--- config.mk ---
export PLATFORM = sky130hd
export DESIGN_NAME = prg_bank_mapper
export DESIGN_NICKNAME = d
export VERILOG_FILES = /design/src/rtl/prg_map_pkg.sv /design/src/rtl/prg_map_regs.sv /design/src/rtl/prg_map_xlate.sv /design/src/rtl/prg_bank_mapper.sv
export SDC_FILE = /design/constraint.sdc
export NUM_CORES = 1
export LEC_CHECK = 0
export BUFFER_PORTS_ARGS = -buffer_cell sky130_fd_sc_hd__buf_2
export CAP_MARGIN = 0
export CORE_UTILIZATION = 40
export DETAILED_ROUTE_END_ITERATION = 8
export PLACE_DENSITY = 0.71
export REMOVE_ABC_BUFFERS = 1
export SETUP_SLACK_MARGIN = 0.1
export SLEW_MARGIN = 20
export SYNTH_ARGS = -nofsm -noshare
export SYNTH_HDL_FRONTEND = slang
export SYNTH_SLANG_ARGS = --single-unit
--- constraint.sdc ---
create_clock -name clk -period 1.45 [get_ports clk]
set_input_delay 0.29 -clock clk [delete_from_list [all_inputs] [get_ports clk]]
set_output_delay 0.29 -clock clk [all_outputs]
set_load 0.1 [all_outputs]
--- src/rtl/prg_map_pkg.sv ---
// Package: shared constants and types for the program bank mapper.
// Assumes an 8-bit CPU data bus and a 16-bit CPU address bus.
package prg_map_pkg;
    localparam int CPU_AW    = 16;
    localparam int BANK_W    = 8;
    localparam int NUM_BANKS = 4;
    localparam int WIN8_BITS = 13;   // 8 KB window offset width
    localparam int WIN16_BITS = 14;  // 16 KB window offset width

    // Write decode constants
    localparam logic [CPU_AW-1:0] BANK_MASK = 16'hF007;
    localparam logic [CPU_AW-1:0] BANK_BASE = 16'h8000;
    localparam logic [3:0]        CTRL_PAGE = 4'hD;

    typedef enum logic [1:0] {
        LAY_QUAD_A = 2'd0,
        LAY_PAIR16 = 2'd1,
        LAY_FIXTOP = 2'd2,
        LAY_QUAD_B = 2'd3
    } layout_e;

    typedef struct packed {
        logic    low_win;  // written from data bit 7
        logic    all_quad; // written from data bit 2
        layout_e layout;   // written from data bits 1:0
    } prg_ctrl_t;

    typedef logic [NUM_BANKS-1:0][BANK_W-1:0] bank_arr_t;
endpackage

--- src/rtl/prg_map_regs.sv ---
// Module: CPU-writable bank numbers and layout control.
// Decodes single-cycle writes. Bank numbers use the 0xF007 address mask.
// Layout control is any write in the 0xD page with address bits 1:0 at zero.
// Assumes wr_en is high for one cycle per CPU write.
module prg_map_regs
    import prg_map_pkg::*;
(
    input  logic              clk,
    input  logic              rst_n,
    input  logic              wr_en,
    input  logic [CPU_AW-1:0] wr_addr,
    input  logic [BANK_W-1:0] wr_data,
    output bank_arr_t         bank_q,
    output prg_ctrl_t         ctrl_q
);
    logic [CPU_AW-1:0] masked_addr;
    logic              ctrl_hit;

    // Purpose: apply the bank decode mask and detect a layout control write.
    always_comb begin
        masked_addr = wr_addr & BANK_MASK;
        ctrl_hit    = wr_en && (wr_addr[15:12] == CTRL_PAGE) && (wr_addr[1:0] == 2'b00);
    end

    for (genvar i = 0; i < NUM_BANKS; i++) begin : g_bank
        logic hit;
        assign hit = wr_en && (masked_addr == (BANK_BASE + CPU_AW'(i)));

        // Purpose: hold one bank number, loaded when its address matches.
        always_ff @(posedge clk) begin
            if (!rst_n)   bank_q[i] <= '1;
            else if (hit) bank_q[i] <= wr_data;
        end

        assert_bank_load_R2: assert property (@(posedge clk) disable iff (!rst_n)
            (wr_en && ((wr_addr & 16'hF007) == (16'h8000 + 16'(i))))
            |=> (bank_q[i] == $past(wr_data)));
    end

    // Purpose: hold the layout control bits that the translator uses.
    always_ff @(posedge clk) begin
        if (!rst_n)
            ctrl_q <= '1;
        else if (ctrl_hit)
            ctrl_q <= '{low_win: wr_data[7], all_quad: wr_data[2],
                        layout: layout_e'(wr_data[1:0])};
    end

    assert_ctrl_load_R3: assert property (@(posedge clk) disable iff (!rst_n)
        (wr_en && wr_addr[15:12] == 4'hD && wr_addr[1:0] == 2'b00)
        |=> (ctrl_q == {$past(wr_data[7]), $past(wr_data[2]), $past(wr_data[1:0])}));

    assert_hold_idle_R12: assert property (@(posedge clk) disable iff (!rst_n)
        !wr_en |=> ($stable(bank_q) && $stable(ctrl_q)));

    assert_power_up_R1: assert property (@(posedge clk) disable iff (!rst_n)
        $past(!rst_n) |-> (ctrl_q == 4'hF));
endmodule

--- src/rtl/prg_map_xlate.sv ---
// Module: combinational translation of a CPU read address into a ROM address.
// Assumes ROM_AW is between 14 and 22. Bank bits that exceed ROM_AW are dropped.
module prg_map_xlate
    import prg_map_pkg::*;
#(
    parameter int ROM_AW = 19
) (
    input  logic [CPU_AW-1:0] cpu_addr,
    input  bank_arr_t         banks,
    input  prg_ctrl_t         ctrl,
    output logic              hit,
    output logic [ROM_AW-1:0] addr
);
    logic [1:0]        win;
    logic [BANK_W-1:0] sel_bank;
    logic              use16;

    assign win = cpu_addr[14:13];

    // Purpose: pick the bank and window size for the addressed window.
    always_comb begin
        sel_bank = '0;
        use16    = 1'b0;
        hit      = 1'b0;
        if (cpu_addr[15]) begin
            hit = 1'b1;
            unique case (ctrl.layout)
                LAY_PAIR16: begin
                    use16    = 1'b1;
                    sel_bank = cpu_addr[14] ? banks[2] : banks[0];
                end
                LAY_FIXTOP: begin
                    if (!ctrl.all_quad && win == 2'd3) sel_bank = '1;
                    else                               sel_bank = banks[win];
                end
                default: sel_bank = banks[win];
            endcase
        end else if (win == 2'd3) begin
            if (ctrl.layout == LAY_FIXTOP && !ctrl.all_quad && ctrl.low_win) begin
                hit      = 1'b1;
                sel_bank = banks[3];
            end
        end
    end

    // Purpose: join the bank and offset, truncate to the ROM width, zero when unmapped.
    always_comb begin
        if (!hit)
            addr = '0;
        else if (use16)
            addr = ROM_AW'({sel_bank, cpu_addr[WIN16_BITS-1:0]});
        else
            addr = ROM_AW'({sel_bank, cpu_addr[WIN8_BITS-1:0]});
    end
endmodule

--- src/rtl/prg_bank_mapper.sv ---
// Module: top of the program bank mapper.
// Holds the write-side registers, translates rd_addr and registers the result.
// Assumes outputs are sampled one clock after rd_addr is presented.
module prg_bank_mapper
    import prg_map_pkg::*;
#(
    parameter int ROM_AW = 19
) (
    input  logic              clk,
    input  logic              rst_n,
    input  logic              wr_en,
    input  logic [15:0]       wr_addr,
    input  logic [7:0]        wr_data,
    input  logic [15:0]       rd_addr,
    output logic [ROM_AW-1:0] rom_addr,
    output logic              rom_sel
);
    localparam int KEEP8 = (ROM_AW - WIN8_BITS < BANK_W) ? (ROM_AW - WIN8_BITS) : BANK_W;

    bank_arr_t         banks;
    prg_ctrl_t         ctrl;
    logic              nxt_hit;
    logic [ROM_AW-1:0] nxt_addr;

    prg_map_regs u_regs (
        .clk     (clk),
        .rst_n   (rst_n),
        .wr_en   (wr_en),
        .wr_addr (wr_addr),
        .wr_data (wr_data),
        .bank_q  (banks),
        .ctrl_q  (ctrl)
    );

    prg_map_xlate #(.ROM_AW(ROM_AW)) u_xlate (
        .cpu_addr (rd_addr),
        .banks    (banks),
        .ctrl     (ctrl),
        .hit      (nxt_hit),
        .addr     (nxt_addr)
    );

    // Purpose: register the translated address and select flag.
    always_ff @(posedge clk) begin
        if (!rst_n) begin
            rom_addr <= '0;
            rom_sel  <= 1'b0;
        end else begin
            rom_addr <= nxt_addr;
            rom_sel  <= nxt_hit;
        end
    end

    assert_low_unmapped_R9: assert property (@(posedge clk) disable iff (!rst_n)
        (rd_addr < 16'h6000) |=> (!rom_sel && rom_addr == '0));

    assert_upper_selected_R9: assert property (@(posedge clk) disable iff (!rst_n)
        rd_addr[15] |=> rom_sel);

    assert_offset_kept_R10: assert property (@(posedge clk) disable iff (!rst_n)
        rd_addr[15] |=> (rom_addr[12:0] == $past(rd_addr[12:0])));

    assert_fixed_top_R7: assert property (@(posedge clk) disable iff (!rst_n)
        (ctrl.layout == LAY_FIXTOP && !ctrl.all_quad && rd_addr[15:13] == 3'b111)
        |=> (&rom_addr[WIN8_BITS +: KEEP8]));
endmodule

# [Word-level counts from Yosys, hierarchy flattened]
# Cells that the tools add are included.
[op_classes] addsub=0 mul=0 n_div=0 magnitude_cmp=1 eq_ne=8 n_shift=0 mux=14 bitwise_logic=0 n_reduce_logical=12
[op_table] cell="$mux W6" n=6
[op_table] cell="$eq A7 B7 Y1 const B" n=4
[op_table] cell="$mux W19" n=1
[op_table] cell="$bmux W8 S2" n=1
[op_table] cell="$pmux W6 S2" n=1
[op_table] cell="$logic_and A1 B1 Y1" n=9
[op_table] cell="$mux W1" n=5
[op_table] cell="$eq A2 B2 Y1 const B" n=2
[op_table] cell="$eq A4 B4 Y1 const B" n=1
[op_table] cell="$lt A2 B3 Y1 const B" n=1
[op_table] cell="$eq A2 B1 Y1 const B" n=1
[op_table] cell="$logic_not A2 Y1" n=1
[op_table] cell="$reduce_and A2 Y1" n=1
[op_table] cell="$logic_not A1 Y1" n=1
[word_totals] regBits=56 latch_bits=0 mem_bits_rw=0 mem_bits_ro=0 inputBits=43 output_inout_bits=20 wordCells=44 mem_count=0

# [Longest topological paths before layout]
[logic_depth] word_depth=7 mapped_depth=7 mapped_depth_nobuf=6

# [Hierarchy]
# A second synthesis with hierarchy kept.
[hier_totals] cells_unflattened=264 hier_area_um2=2807.7
[modules_own_cells] module="prg_map_regs" n_inst=1 cells_each=131 area_per_inst_um2=1501.4 seq_area_each_um2=720.7
[modules_own_cells] module="prg_map_xlate" n_inst=1 cells_each=91 area_per_inst_um2=744.5 seq_area_each_um2=0.0
[modules_own_cells] module="prg_bank_mapper" n_inst=1 cells_each=42 area_per_inst_um2=561.8 seq_area_each_um2=400.4

# [Worst setup path after synthesis]
# Ideal clock, no wire load.
[synth_timing] path_type="register to register" start="register u_regs.ctrl_q[0] (netlist name)" end="register rom_addr[13]" setup_ns=0.124 arrival_ns=1.442 required_ns=1.326 path_slack_ns=-0.116 stages_incl_launch_ff=8 n_path_buf=1 period_less_slack_ns=1.566 path_cell_list="dfxtp_1 inv_1 ha_1 buf_6 o21bai_1 a21oi_1 o31ai_1 o21ai_0"
[synth_between] elab_chain_len=7 elab_cells_between_ends=15 cone_classes="eq/ne: 2; mux: 10; reduce/logical: 3"
[synth_rtl] element="start: declaration" line_no="prg_map_regs.sv:14" rtl="output prg_ctrl_t ctrl_q"
[synth_rtl] element="start signal: assignment" line_no="prg_map_regs.sv:45" rtl="ctrl_q <= '{low_win: wr_data[7], all_quad: wr_data[2],"
[synth_rtl] element="$eq A2 B2 Y1" line_no="prg_map_xlate.sv:27, prg_map_xlate.sv:39"
[synth_rtl] element="$logic_and A1 B1 Y1 (2 in a row)" line_no="prg_map_xlate.sv:39" rtl="if (ctrl.layout == LAY_FIXTOP && !ctrl.all_quad && ctrl.low_win) begin"
[synth_rtl] element="$mux W6 or $mux W1 (tied branches)" line_no="prg_map_xlate.sv:39"
[synth_rtl] element="$mux W6 or $mux W1 (tied branches)" line_no="prg_map_xlate.sv:38" rtl="end else if (win == 2'd3) begin"
[synth_rtl] element="$mux W6 or $mux W1 (tied branches)" line_no="prg_map_xlate.sv:25" rtl="if (cpu_addr[15]) begin"
[synth_rtl] element="$mux W19 or $reduce_and A2 Y1 (tied branches)"
[synth_rtl] element="end signal: assignment" line_no="prg_bank_mapper.sv:49" rtl="rom_addr <= nxt_addr;"
[synth_rtl] element="end: declaration" line_no="prg_bank_mapper.sv:15" rtl="output logic [ROM_AW-1:0] rom_addr,"
# Several ways; a longest one is shown, not always the timed one.
# A chain may end at the register's enable or synchronous reset.

# [Worst setup path in the final report]
[layout_timing] start="register u_regs.ctrl_q[0] (netlist name)" end="register rom_addr[12]"
[layout_between] elab_chain_len=7
[layout_rtl] element="$eq A2 B2 Y1" line_no="prg_map_xlate.sv:39"
[layout_rtl] element="$logic_and A1 B1 Y1 (2 in a row)" line_no="prg_map_xlate.sv:39"
[layout_rtl] element="$mux W1" line_no="prg_map_xlate.sv:39"
[layout_rtl] element="$mux W1" line_no="prg_map_xlate.sv:38"
[layout_rtl] element="$mux W1" line_no="prg_map_xlate.sv:25"
[layout_rtl] element="$reduce_and A2 Y1 (no line)"
# Every way passes these cells.

==> results.cfg <==
[status]
outcome = finished clean

[clock_network]
clkTransAtPathRegs_ns = 0.08
clkSinkCount = 48
cts_max_level = 2
cts_root_buf = clkbuf_8
numCtsBuffers = 5
clock_latency_ns = 0.29
cts_tree = yes
cts_hold_buffers = 0
clock_path_buffers = 2

[timing]
setup-violations-final = 0
rsz0062_at_grt = yes
setup_slack_ns = 0.0437
maxSlewHeadroom_pct = 67.3
skew_ns = 0.00521
drv_slew = 0
worstMarginPinSlew_ns = 0.493
clock.fmax_ghz = 0.711
finalHoldWorstSlack_ns = 0.197
final_hold_viol_count = 0
setup_tns_ns = 0
period_minus_slack_ns = 1.41
timing.final.crit_share_pct = 97.0

[floorplanning]
num_rows = 25
fp.dieH_um = 72.7
pin_count = 63
core_region_area_um2 = 4750
die_x_um = 72.7
die_area_um2 = 5290
start_util_pct = 42.1

[finish]
seqCellArea_um2 = 963
multi_input_area_um2 = 1020
syn_to_final_growth_pct = 31.6
nNetsFinal = 308
diodes = 0
fillers = 422
final_area_um2 = 2630
layout_common_cells = 46 x buf_2, 46 x dfxtp_1, 40 x mux2i_1, 34 x nand2_1, 11 x buf_4
utilization_pct = 55.4
drive_above_1_share_pct = 36.6

[pwr]
power.switching_mw = 0.712
seqPwrFrac_pct = 50.5
leakage_nw = 1.39
p_int_mw = 1.97
switching_share_pct = 26.6
powerDensity_nw_per_um2 = 1020
p_comb_share_pct = 16.2
ir_worst_vdd_v = 0.000394
clkPwrFrac_pct = 33.3

[setup_path]
cp.arrival_ns = 1.65
worstPathRequired_ns = 1.69
critPathSlowestCell = dfxtp_2
crit_path_frequent_cell = buf_6
crit_type = register to register
slowest_delay_ns = 0.33
endpoint_kind = register
start_kind = register
path_delay_family = buffers and inverters
cp_num_buf_inv = 4
cp_max_fo = 8
crit_chain = inv_2 -> ha_4 -> buf_6 -> nand4b_4 -> o21ai_4 -> buf_6 -> buf_12 -> and2_4

[grt]
grt_overflow = 0
track_usage_pct = 16.4
grt_pass1_vias = 1447
grt_max_degree = 28
antenna_found_initial = 0
grt_pass1_wl_um = 6600

[yosys]
ys_seq_area_share_pct = 48.0
synth_cell_type_count = 29
synth.top_cell.area_share_pct = 48.0
syn_inst = 195
synth_top_cell_by_area = dfxtp_1
synth.area.top_cells = dfxtp_1 48%, mux2i_1 20%, nand2_1 6.4%, and2_1 4.1%, o21ai_0 2.8%
yosys_register_bits = 48
synth_area_um2 = 2000
syn-mean-instance-area_um2 = 10.3
yosys_warnings = 0

[placement]
pre_cts_ws_ns = -0.0928
placed_cell_area_um2 = 2420
place_hpwl_um = 2980
place_congestion = 0.818
portBuffers = 52

[detailed_routing]
wl_per_cell_um = 12.3
drc = 0
firstDrtPassIters = 4
drtAntennaViolNets = 0
drt-initial-drc-count = 82
via_count = 1607
vias_per_cell = 4.88
wirelength_um = 4050

[run]
maxCapViolations = 0

[hold_path]
min_path_type = primary input to register
## stage by stage
stage                     total power, mW  instances
final                                2.68        329
after global routing                 2.78        329
after CTS                            2.70        329
after detailed placement             1.79        320
after global placement               1.79        320
after floorplan                      1.65        187
## power groups by stage
stage,clock (mW),combinational [mW],sequential (mW)
after global routing,0.973,0.457,1.36
after detailed placement,0,0.404,1.38
final,0.893,0.434,1.35
after floorplan,0,0.0689,1.58
after global placement,0,0.403,1.38
after CTS,0.918,0.426,1.35
## cells in the mapped netlist
cell type  count
buf_4          3
nand3_2        1
o21ai_0       11
a21oi_1        6
nor3_1         1
o21ai_2        1
dfxtp_1       48
o22ai_1        6
nand4b_4       1
mux2i_1       40
ha_1           2
o21ai_4        1
o21bai_1       1
clkbuf_1       3
inv_1          2
buf_6          2
and3_1         1
nand4_1        1
nand3_1        5
nand4_2        1
nand3b_1       2
o31ai_1        1
nand4b_2       2
nor2_1         2
nor3_4         1
and3b_1        1
nand2_1       34
nand2b_1       2
and2_1        13
## path summary, 6_finish.rpt
check	start	endpoint	slack (ns)	cells past startpoint
max reg2reg	u_regs.ctrl_q[0]$_SDFFE_PN1P_	rom_addr[12]$_SDFF_PN0_	0.04	8
min reg2reg	u_regs.bank_q[17]$_SDFFE_PN1P_	u_regs.bank_q[17]$_SDFFE_PN1P_	0.48	2
max	u_regs.ctrl_q[0]$_SDFFE_PN1P_	rom_addr[12]$_SDFF_PN0_	0.04	8
min	rd_addr[11]	rom_addr[11]$_SDFF_PN0_	0.20	2
## logic make-up after synthesis
kind of cell / after synthesis / share of synthesized area (%)
buffers and inverters: 10 / 3.19
flip-flops: 48 / 48.0
adder cells (fa/ha/maj): 2 / 1.25
AND/OR/NAND/NOR: 68 / 19.4
multiplexers: 40 / 20.0
AO/OA/AOI/OAI: 27 / 8.13
## layout make-up
class	instances	area share (%)
Tap cell	67	3.18
Multi-Input combinational cell	137	38.8
Timing Repair Buffer	69	17.4
Clock inverter	1	1.14
Sequential cell	48	36.6
Clock buffer	5	2.61
Inverter	2	0.285
## sequential cells by signal, summed over array words and instances, names as in the netlist
name / flops
rom_addr: 19
u_regs.ctrl_q: 4
rom_sel: 1
u_regs.bank_q: 24
## worst reg2reg max path: stages (launching register included)
cell and delay [ns]:
dfxtp_2 0.33, inv_2 0.05, ha_4 0.15, buf_6 0.10, nand4b_4 0.18, o21ai_4 0.19
buf_6 0.13, buf_12 0.10, and2_4 0.12
## repair_timing
action / 4_1_cts / 5_1_grt
setup endpoints to repair: 19 / 26
setup buffers: 2 / 0
pin swaps: 5 / 4
cloned: 1 / 0
gates resized for setup: 14 / 12
## per-layer routing
| layer | vias up | track usage, % | part of all wire [%] |
|---|---|---|---|
| li1 | 813 | - | - |
| met1 | 719 | 19.3 | 43 |
| met2 | 67 | 27.5 | 48 |
| met3 | 8 | 5.52 | 7.2 |
| met4 | 0 | 6.10 | 1.5 |
| met5 | - | 0 | 0 |
(Power assumes the default switching activity.)
